File: src/rtl/lsd_guard_pkg.sv
package lsd_guard_pkg;

   // Synchronised view of the three asynchronous channel inputs
   typedef struct packed {
      logic cmd;
      logic hot;
      logic open;
   } chan_in_t;

   localparam int unsigned CHAN_IN_W       = $bits(chan_in_t);
   localparam int unsigned MIN_SYNC_STAGES = 2;

endpackage

File: src/rtl/lsd_guard_sync.sv
module lsd_guard_sync #(
   parameter int unsigned WIDTH  = 3,
   parameter int unsigned STAGES = 2
) (
   input  logic             clk,
   input  logic             rst_n,
   input  logic [WIDTH-1:0] d,
   output logic [WIDTH-1:0] q
);

   localparam int unsigned LAST = STAGES - 1;

   logic [WIDTH-1:0] stage [STAGES];

   genvar s;
   generate
      for (s = 0; s < STAGES; s++) begin : g_stage
         if (s == 0) begin : g_first
            always_ff @(posedge clk or negedge rst_n) begin
               if (!rst_n) stage[s] <= '0;
               else        stage[s] <= d;
            end
         end else begin : g_next
            always_ff @(posedge clk or negedge rst_n) begin
               if (!rst_n) stage[s] <= '0;
               else        stage[s] <= stage[s-1];
            end
         end
      end
   endgenerate

   assign q = stage[LAST];

endmodule

File: src/rtl/lsd_guard_edge.sv
module lsd_guard_edge (
   input  logic clk,
   input  logic rst_n,
   input  logic lvl,
   output logic rise,
   output logic fall
);

   logic lvl_q;

   always_ff @(posedge clk or negedge rst_n) begin
      if (!rst_n) lvl_q <= 1'b0;
      else        lvl_q <= lvl;
   end

   assign rise = lvl & ~lvl_q;
   assign fall = ~lvl & lvl_q;

endmodule

File: src/rtl/lsd_guard_flags.sv
module lsd_guard_flags (
   input  logic clk,
   input  logic rst_n,
   input  logic cmd_s,
   input  logic hot_s,
   input  logic open_s,
   input  logic cmd_rise,
   input  logic cmd_fall,
   output logic shut_q,
   output logic hot_flag,
   output logic open_flag,
   output logic fault_pulse
);

   logic shut_nxt;
   logic hot_nxt;
   logic open_nxt;
   logic new_evt;

   // Thermal side: set has priority so a persisting overload re-latches
   always_comb begin
      shut_nxt = shut_q;
      hot_nxt  = hot_flag;
      if (hot_s) begin
         shut_nxt = 1'b1;
         hot_nxt  = 1'b1;
      end else if (cmd_rise) begin
         shut_nxt = 1'b0;
         hot_nxt  = 1'b0;
      end
   end

   // Open-load side: clear wins on the falling edge, detection resumes after
   always_comb begin
      open_nxt = open_flag;
      if (cmd_fall)              open_nxt = 1'b0;
      else if (open_s && !cmd_s) open_nxt = 1'b1;
   end

   assign new_evt = (hot_nxt & ~hot_flag) | (open_nxt & ~open_flag);

   always_ff @(posedge clk or negedge rst_n) begin
      if (!rst_n) begin
         shut_q      <= 1'b0;
         hot_flag    <= 1'b0;
         open_flag   <= 1'b0;
         fault_pulse <= 1'b0;
      end else begin
         shut_q      <= shut_nxt;
         hot_flag    <= hot_nxt;
         open_flag   <= open_nxt;
         fault_pulse <= new_evt;
      end
   end

endmodule

File: src/rtl/lsd_chan_guard.sv
module lsd_chan_guard #(
   parameter int unsigned SYNC_STAGES = 2
) (
   input  logic clk,
   input  logic rst_n,
   input  logic pwr_ok,
   input  logic cmd_in,
   input  logic hot_det,
   input  logic open_det,
   output logic gate_en,
   output logic hot_flag,
   output logic open_flag,
   output logic fault_pulse
);
   import lsd_guard_pkg::*;

   generate
      if (SYNC_STAGES < MIN_SYNC_STAGES) begin : g_bad_sync
         $error("lsd_chan_guard: SYNC_STAGES must be at least 2");
      end
   endgenerate

   chan_in_t raw_in;
   chan_in_t sync_in;
   logic     cmd_s;
   logic     cmd_rise;
   logic     cmd_fall;
   logic     shut_q;

   assign raw_in = '{cmd: cmd_in, hot: hot_det, open: open_det};

   lsd_guard_sync #(
      .WIDTH  (CHAN_IN_W),
      .STAGES (SYNC_STAGES)
   ) u_sync (
      .clk   (clk),
      .rst_n (rst_n),
      .d     (raw_in),
      .q     (sync_in)
   );

   assign cmd_s = sync_in.cmd;

   lsd_guard_edge u_edge (
      .clk   (clk),
      .rst_n (rst_n),
      .lvl   (cmd_s),
      .rise  (cmd_rise),
      .fall  (cmd_fall)
   );

   lsd_guard_flags u_flags (
      .clk         (clk),
      .rst_n       (rst_n),
      .cmd_s       (cmd_s),
      .hot_s       (sync_in.hot),
      .open_s      (sync_in.open),
      .cmd_rise    (cmd_rise),
      .cmd_fall    (cmd_fall),
      .shut_q      (shut_q),
      .hot_flag    (hot_flag),
      .open_flag   (open_flag),
      .fault_pulse (fault_pulse)
   );

   assign gate_en = cmd_s & ~shut_q & rst_n & pwr_ok;

endmodule

File: config.mk
export PLATFORM = sky130hd
export DESIGN_NAME = lsd_chan_guard
export DESIGN_NICKNAME = d
export VERILOG_FILES = /design/src/rtl/lsd_guard_pkg.sv /design/src/rtl/lsd_guard_sync.sv /design/src/rtl/lsd_guard_edge.sv /design/src/rtl/lsd_guard_flags.sv /design/src/rtl/lsd_chan_guard.sv
export SDC_FILE = /design/constraint.sdc
export NUM_CORES = 1
export LEC_CHECK = 0
export ABC_AREA = 1
export BUFFER_PORTS_ARGS = -buffer_cell sky130_fd_sc_hd__buf_4
export CAP_MARGIN = 15
export CORE_AREA = 2 2 39 41
export CTS_CLUSTER_DIAMETER = 150
export DETAILED_ROUTE_END_ITERATION = 10
export DIE_AREA = 0 0 41 43
export PLACE_DENSITY = 0.52
export SETUP_SLACK_MARGIN = 0.15
export SLEW_MARGIN = 0
export SYNTH_ARGS = -nofsm -noshare
export SYNTH_HDL_FRONTEND = slang
export SYNTH_SLANG_ARGS = --single-unit
File: constraint.sdc
create_clock -name clk -period 1 [get_ports clk]
set_input_delay 0 -clock clk [delete_from_list [all_inputs] [get_ports clk]]
set_output_delay 0 -clock clk [all_outputs]
set_load 0.01 [all_outputs]
==> flow_metrics.tcl, run 1 <==
set metrics [dict create \
    synthFlopType "dfrtp_1" \
    synthArstFlopShare 1.00 \
    final_area_sq_um 539 \
    drt_pass1_iterations 1 \
    cpPeakStageDelay_ns 0.36 \
    drt_iter0_markers 0 \
    worst_setup_path_start_kind "flip-flop" \
    ir_worst_vdd_uv 849 \
    ys_types 10 \
    slew_viol_final 0 \
    cp.required_ns 1.00 \
    critPathSlowestCell "dfrtp_1" \
    critPathCaptureType "output port" \
    drv_cap 0 \
    power_frac_comb 0.110 \
    wirelength_um 589 \
    synth-edff-count 0 \
    period_needed_ns 0.947 \
    ant_nets 0 \
    max_freq_mhz 1060 \
    holdCritPathClass "in -> async" \
    fin_crit_sh 0.947 \
    path_max_fanout 2 \
    syn_inst 30 \
    grt_pass1_vias 226 \
    clock-sinks 11 \
    nNetsFinal 56 \
    p_leak_nw 0.276 \
    route.met3.wl_um 79 \
    grt_max_degree 12 \
    cts_buffer_depth 2 \
    place_area_sq_um 442 \
    io_pins 10 \
    fill_cells 140 \
    clock_latency_ns 0.27 \
    synth_most_common_cell "dfrtp_1" \
    synth_top_area_frac 0.777 \
    area_delta_synth_final_pct 52.3 \
    yosysSeqAreaShare 0.777 \
    multiInputGateArea_sq_um 72.6 \
    swShare 0.229 \
    fin_skew_ns 0.00206 \
    power_frac_clock 0.338 \
    internal_power_mw 0.680 \
    via_per_inst 3.92 \
    ctsHtreeMaxLevel 1 \
    cts_tree "yes" \
    regArea_sq_um 275 \
    netlist_top_cells_area "dfrtp_1, inv_1, nand2_1" \
    antennaDiodeCount 0 \
    wl_met1_um 231 \
    io_buffers 9 \
    arrival_ns 0.95 \
    cts_buffers 3 \
    initial_core_util 0.256 \
    synth_common_cells "dfrtp_1, inv_1, nand2_1, nor2_1" \
    cts_root_buffer "clkbuf_4" \
    relSlewSlack 0.671 \
    ys_ff_latch 11 \
    synth_area_sq_um 354 \
    clkTransAtPathRegs_ns 0.07 \
    top_layer "met3" \
    antenna_found_initial 0 \
    status "completed" \
    setup_viol_count_final 0 \
    crit_chain "inv_2 -> nor3_2 -> buf_4" \
    hold_viol_final 0 \
    die_y_um 43 \
    grt_pass1_wl_um 897 \
    synth_top_cell_by_area "dfrtp_1" \
    wl_met2_um 279 \
    p_sw_mw 0.202 \
    synth_warnings 0 \
    power_frac_seq 0.551 \
    gr-usage-all-layers 0.0866 \
    rows 14 \
    syn_avg_cell_area_sq_um 11.8 \
    drc 0 \
    drive_above_1_share 0.388 \
    holdWs_ns 0.236 \
    core_sq_mm 0.00138 \
    die_w_um 41 \
    overflow 0 \
    place.gp.congestion 0.613 \
    rsz0062_at_grt "yes" \
    synth_nets 36 \
    die_area_sq_mm 0.00176 \
    vias 255 \
    crit_type "reg -> out" \
    dp_hpwl_um 350 \
    wl_per_cell_um 9.06 \
    p_per_area_mw_per_mm2 1640 \
    tightestPinTransition_ns 0.491 \
]
==> flip-flops by register name (all words and copies together) (netlist names) <==
name	flops
u_flags.hot_flag	1
u_edge.lvl_q	1
u_flags.shut_q	1
u_sync.stage	3
u_sync.q	3
u_flags.open_flag	1
u_flags.fault_pulse	1
==> critical path: cells and delay by family, from the launching register on <==
| kind | cells | cell delay [ns] |
|---|---|---|
| simple gates | 1 | 0.14 |
| buf+inv | 2 | 0.19 |
| flops | 1 | 0.36 |
==> power groups by stage <==
| stage | Sequential (mW) | Combinational, mW | Clock, mW |
|---|---|---|---|
| floorplan | 0.498 | 0.0228 | 0 |
| global placement | 0.493 | 0.0721 | 0 |
| detailed placement | 0.494 | 0.0725 | 0 |
| CTS | 0.485 | 0.0931 | 0.310 |
| global route | 0.489 | 0.109 | 0.331 |
| finish | 0.486 | 0.0973 | 0.298 |
==> repair_timing <==
action | CTS | global route
endpoints found under the hold margin | 14 | 0
gates resized for setup | 1 | 4
buffers inserted | 2 | 0
setup endpoints to repair | 1 | 4
hold buffers | 4 | 0
pin swaps | 1 | 0
cloned | 0 | 0
==> placed cells by master, fill, tap and decap left out, types with 3 or more instances in the layout <==
cell type      count
nand2_1            4
dfrtp_1           11
inv_1              5
buf_4             11
clkbuf_4           3
nor2_1             3
dlygate4sd3_1      4
==> layout make-up <==
cell class,count,area share
inverter,6,0.0418
timing repair buffer,15,0.227
clock buffer,4,0.0487
multi-input combinational,13,0.135
sequential,11,0.510
tap,16,0.0371
==> stage by stage <==
step	std cells	worst slack, ns	setup TNS, ns	utilization	total power [mW]
3_5_place_dp	55	0.232	0	0.319	0.567
5_1_grt	65	-0.0177	-0.0177	0.390	0.928
3_3_place_gp	55	0.251	0	0.319	0.565
4_1_cts	65	0.0579	0	0.382	0.888
2_1_floorplan	30	0.280	0	-	0.521
6_report	65	0.0525	0	0.390	0.882
==> final timing paths <==
| check | startpoint | end | slack, ns | cells past startpoint |
|---|---|---|---|---|
| max | u_sync.q[2] | gate_en | 0.05 | 3 |
| min | rst_n | u_flags.open_flag | 0.24 | 2 |
| max reg2reg | u_sync.q[2] | u_flags.fault_pulse | 0.15 | 5 |
| min reg2reg | u_sync.stage[5] | u_sync.q[2] | 0.35 | 0 |
| max in group asynchronous | rst_n | u_sync.stage[5] | 0.43 | 2 |
| min in group clk | pwr_ok | gate_en | 0.34 | 4 |
==> metal layers <==
layer | GRT usage | vias up
met5 | 0 | -
met4 | 0.0400 | 0
met3 | 0.0942 | 0
met2 | 0.113 | 14
met1 | 0.0842 | 116
li1 | - | 125
==> cell families after synthesis <==
| group | after synthesis | synth area share |
|---|---|---|
| and+or+nand+nor | 11 | 0.131 |
| AOI/OAI and AO/OA | 2 | 0.0282 |
| buffers and inverters | 6 | 0.0636 |
| DFF | 11 | 0.777 |
(Power assumes the default switching activity.)
==> run 2, diff against run 1 <==
Settings changed: SETUP_SLACK_MARGIN 0.15 to default.
==> run 2 against run 1 <==
Via count fell by 4.7%. Routed wire length is 5.1% lower. Core utilization fell by 1.4 points. Non-clock buffer count fell by 1. Final area shrank 3.5%. Highest routed layer unchanged. Critical path type unchanged.
==> flow_metrics.tcl, run 2 (synthesis results as in run 1) <==
set metrics [dict create \
    dp_hpwl_um 350 \
    clkTransAtPathRegs_ns 0.07 \
    cp.required_ns 1.00 \
    status "completed" \
    cts_tree "yes" \
    ant_nets 0 \
    critPathCaptureType "output port" \
    clock-sinks 11 \
    p_sw_mw 0.198 \
    hold_viol_final 0 \
    p_per_area_mw_per_mm2 1680 \
    cts_buffer_depth 2 \
    via_per_inst 3.80 \
    holdCritPathClass "in -> async" \
    cts_buffers 3 \
    wl_per_cell_um 8.73 \
    drv_cap 0 \
    final_common_cell "dfrtp_1" \
    die_area_sq_mm 0.00176 \
    worst_setup_path_start_kind "flip-flop" \
    power_frac_seq 0.555 \
    cp_top_family "flip-flops" \
    ctsHtreeMaxLevel 1 \
    crit_chain "nor3_2 -> buf_4" \
    die_y_um 43 \
    place_area_sq_um 442 \
    power_frac_comb 0.101 \
    drt_iter0_markers 1 \
    setup_viol_count_final 0 \
    cpPeakStageDelay_ns 0.39 \
    slew_viol_final 0 \
    area_delta_synth_final_pct 47.0 \
    vias 243 \
    power_frac_clock 0.343 \
    arrival_ns 0.97 \
    critPathSlowestCell "dfrtp_1" \
    io_pins 10 \
    crit_type "reg -> out" \
    drive_above_1_share 0.333 \
    internal_power_mw 0.675 \
    place.gp.congestion 0.613 \
    tightestPinTransition_ns 0.492 \
    antenna_found_initial 0 \
    max_freq_mhz 1030 \
    drc 0 \
    drt_pass1_iterations 2 \
    worst-path-buf-inv 1 \
    fin_skew_ns 0.00269 \
    grt_pass1_vias 209 \
    nNetsFinal 55 \
    path_max_fanout 2 \
    grt_max_degree 12 \
    swShare 0.227 \
    wirelength_um 559 \
    gr-usage-all-layers 0.0835 \
    die_w_um 41 \
    overflow 0 \
    antennaDiodeCount 0 \
    grt_pass1_wl_um 855 \
    io_buffers 9 \
    core_sq_mm 0.00138 \
    ir_worst_vdd_uv 848 \
    fin_crit_sh 0.971 \
    holdWs_ns 0.235 \
    rsz0062_at_grt "yes" \
    cts_root_buffer "clkbuf_4" \
    layout_common_cells "dfrtp_1, buf_4, inv_1" \
    p_leak_nw 0.268 \
    final_area_sq_um 520 \
    clock_latency_ns 0.27 \
    period_needed_ns 0.971 \
    relSlewSlack 0.671 \
    rows 14 \
    initial_core_util 0.256 \
]
-- run 2: changes by cell type in the layout (fill, tap and decap cells not counted) --
cell     previous run  this run
o21ai_0             0         1
buf_4              11        10
nor2_4              1         0
o21ai_2             1         0
nor2_1              3         4
-- run 2: path summary, 6_finish.rpt --
check                                 from                   to  slack [ns]  cells after the start
setup reg to reg               u_sync.q[2]  u_flags.fault_pulse        0.15                      4
max in group asynchronous            rst_n      u_sync.stage[4]        0.43                      2
setup / recovery            u_flags.shut_q              gate_en        0.03                      2
hold / removal                       rst_n    u_flags.open_flag        0.24                      2
min in group clk                    pwr_ok              gate_en        0.35                      4
hold reg to reg            u_sync.stage[4]          u_sync.q[1]        0.35                      0
-- run 2: per-stage QoR --
| stage | TNS [ns] | setup WS (ns) | utilization | instances | power (mW) |
|---|---|---|---|---|---|
| floorplan | 0 | 0.280 | - | 30 | 0.521 |
| global placement | 0 | 0.251 | 0.319 | 55 | 0.565 |
| detailed placement | 0 | 0.232 | 0.319 | 55 | 0.567 |
| CTS | 0 | 0.0113 | 0.373 | 64 | 0.884 |
| global route | -0.0289 | -0.0289 | 0.376 | 64 | 0.918 |
| finish | 0 | 0.0294 | 0.376 | 64 | 0.874 |
-- run 2: what timing repair did --
action / 4_1_cts / 5_1_grt
hold buffers: 4 / 0
pin swaps: 0 / 1
buffers inserted: 1 / 0
endpoints found under the setup margin: 1 / 1
gates resized for setup: 0 / 1
endpoints found under the hold margin: 14 / 0
-- run 2: worst reg2reg max path: stages, from the launching register on --
cell     delay (ns)
dfrtp_1        0.39
buf_4          0.14
nor2_1         0.13
nand3_1        0.08
nand2_1        0.06
-- run 2: power groups by stage --
stage          registers, mW  clock network [mW]  logic, mW
2_1_floorplan          0.498                   0     0.0228
6_report               0.485               0.300     0.0886
5_1_grt                0.488               0.331     0.0997
3_3_place_gp           0.493                   0     0.0721
3_5_place_dp           0.494                   0     0.0725
4_1_cts                0.485               0.310     0.0892
-- run 2: metal layers --
metal  vias up  share of wire  track usage
met1       106           0.43       0.0842
met5         -              0            0
li1        123              -            -
met4         0              0       0.0400
met2        14           0.43        0.103
met3         0           0.14       0.0942
-- run 2: cell type report --
type / instances / area [sq um]
clock buffers: 4 / 26.3
fillers: 143 / 863
inverters: 6 / 22.5
multi-input cells: 13 / 61.3
flip-flops and latches: 11 / 275
well taps: 16 / 20.0
repair buffers: 14 / 115
==> run 3, diff against run 2 <==
Clock period 1 ns to 0.9 ns, I/O delays scaled along.
==> run 3 against run 2 <==
The run now ends with negative setup slack left. Worst setup slack got worse by 0.065 ns. Final area increased by 4.3%. Via count increased by 9.5%. Global-route usage increased by 1.0 points. Register-to-register slack got worse by 0.10 ns. Clock skew decreased by 0.0021 ns. Die area unchanged. Critical path depth increased by 1. Critical path type unchanged. Critical endpoint unchanged. Largest power group unchanged.
==> flow_metrics.tcl, run 3 (synthesis results as in run 1) <==
set metrics [dict create \
    holdCritPathClass "in -> async" \
    fin_crit_sh 1.04 \
    cts_buffers 3 \
    overflow 0 \
    cts_root_buffer "clkbuf_4" \
    fill_cells 154 \
    grt_pass1_vias 280 \
    cts_buffer_depth 2 \
    die_y_um 43 \
    rsz0062_at_grt "yes" \
    drv_cap 0 \
    ctsHtreeMaxLevel 1 \
    violations "negative setup slack" \
    initial_core_util 0.256 \
    placed_cells_incl_taps 56 \
    total_power_mw 0.982 \
    cts_tree "yes" \
    io_pins 10 \
    drt_iter0_markers 0 \
    io_buffers 9 \
    antennaDiodeCount 0 \
    final_area_sq_um 543 \
    wirelength_um 650 \
    final_common_cell "buf_4" \
    fin_skew_ns 0.000582 \
    drive_above_1_share 0.380 \
    slew_viol_final 0 \
    place.gp.congestion 0.643 \
    wl_per_cell_um 9.85 \
    clock_latency_ns 0.26 \
    critPathCaptureType "output port" \
    grt_max_degree 12 \
    max_freq_mhz 1070 \
    tightestPinTransition_ns 0.495 \
    p_per_area_mw_per_mm2 1810 \
    gr-usage-all-layers 0.0938 \
    instances_no_fill 66 \
    met1_usage 0.0912 \
    dp_hpwl_um 417 \
    period_needed_ns 0.936 \
    rows 14 \
    arrival_ns 0.94 \
    ant_nets 0 \
    die_area_sq_mm 0.00176 \
    setup_viol_count_final 1 \
    clock-sinks 11 \
    nNetsFinal 57 \
    status "complete, but fails checks" \
    grt-busiest-layer "met2" \
    via_per_inst 4.03 \
    area_delta_synth_final_pct 53.4 \
    relSlewSlack 0.669 \
    grt_use_met2 0.147 \
    place_area_sq_um 449 \
    hold_viol_final 0 \
    ir_worst_vdd_uv 852 \
    crit_type "reg -> out" \
    die_w_um 41 \
    antenna_found_initial 0 \
    drt_pass1_iterations 1 \
    layout_common_cells "buf_4, dfrtp_1, inv_1, nand2_1, dlygate4sd3_1" \
    layout_setup_ws_ns -0.0360 \
    vias 266 \
    p_leak_nw 0.279 \
    core_sq_mm 0.00138 \
    path_max_fanout 2 \
    grt_pass1_wl_mm 1.04 \
    grt_use_met3 0.0314 \
    pre_cts_slack_ns 0.127 \
    clkTransAtPathRegs_ns 0.07 \
    worst_setup_path_start_kind "flip-flop" \
    cp.required_ns 0.90 \
    drc 0 \
]
==> run 3: power by group <==
group          total [mW]  switching, mW  leakage [nW]  internal (mW)
combinational       0.111         0.0493         0.137         0.0612
clock               0.332          0.161        0.0150          0.171
sequential          0.539         0.0147         0.127          0.525
==> run 3: area by class of cell <==
| class | instances | area [sq um] | share of cell area |
|---|---|---|---|
| flip-flops and latches | 11 | 275 | 0.507 |
| multi-input cells | 13 | 68.8 | 0.127 |
| clock buffers | 4 | 26.3 | 0.0484 |
| repair buffers | 16 | 130 | 0.240 |
| well taps | 16 | 20.0 | 0.0369 |
| inverters | 6 | 22.5 | 0.0415 |
==> run 3: final timing paths <==
kind | start | endpoint | slack [ns] | cells past startpoint
hold reg to reg | u_sync.stage[3] | u_sync.q[0] | 0.35 | 0
setup / recovery | u_sync.q[2] | gate_en | -0.04 | 3
max in group asynchronous | rst_n | u_sync.stage[4] | 0.23 | 3
hold / removal | rst_n | u_flags.fault_pulse | 0.34 | 3
setup reg to reg | u_sync.q[2] | u_flags.fault_pulse | 0.05 | 5
min in group clk | pwr_ok | gate_en | 0.34 | 4
==> run 3: what timing repair did <==
item | in CTS | in global routing
endpoints found under the setup margin | 1 | 4
pin swaps | 1 | 0
cloned | 0 | 0
buffers inserted | 2 | 0
hold endpoints to repair | 14 | 0
gates resized for setup | 1 | 3
hold buffers | 4 | 0
==> run 3: metrics by stage <==
stage	hold slack (ns)	utilization	TNS, ns
floorplan	-0.296	-	0
global placement	-0.0550	0.325	0
detailed placement	-0.0497	0.325	0
CTS	0.337	0.387	-0.0487
global route	0.359	0.392	-0.113
finish	0.336	0.392	-0.0360
==> run 3: critical path, stage by stage (launching register included) <==
cell     delay [ns]
dfrtp_1        0.36
inv_2          0.05
nor3_2         0.14
buf_4          0.14
==> run 3: metal layers <==
layer,routed length (um),up-vias
li1,-,129
met1,252,127
met2,352,10
met3,45,0
met4,0,0
met5,0,-
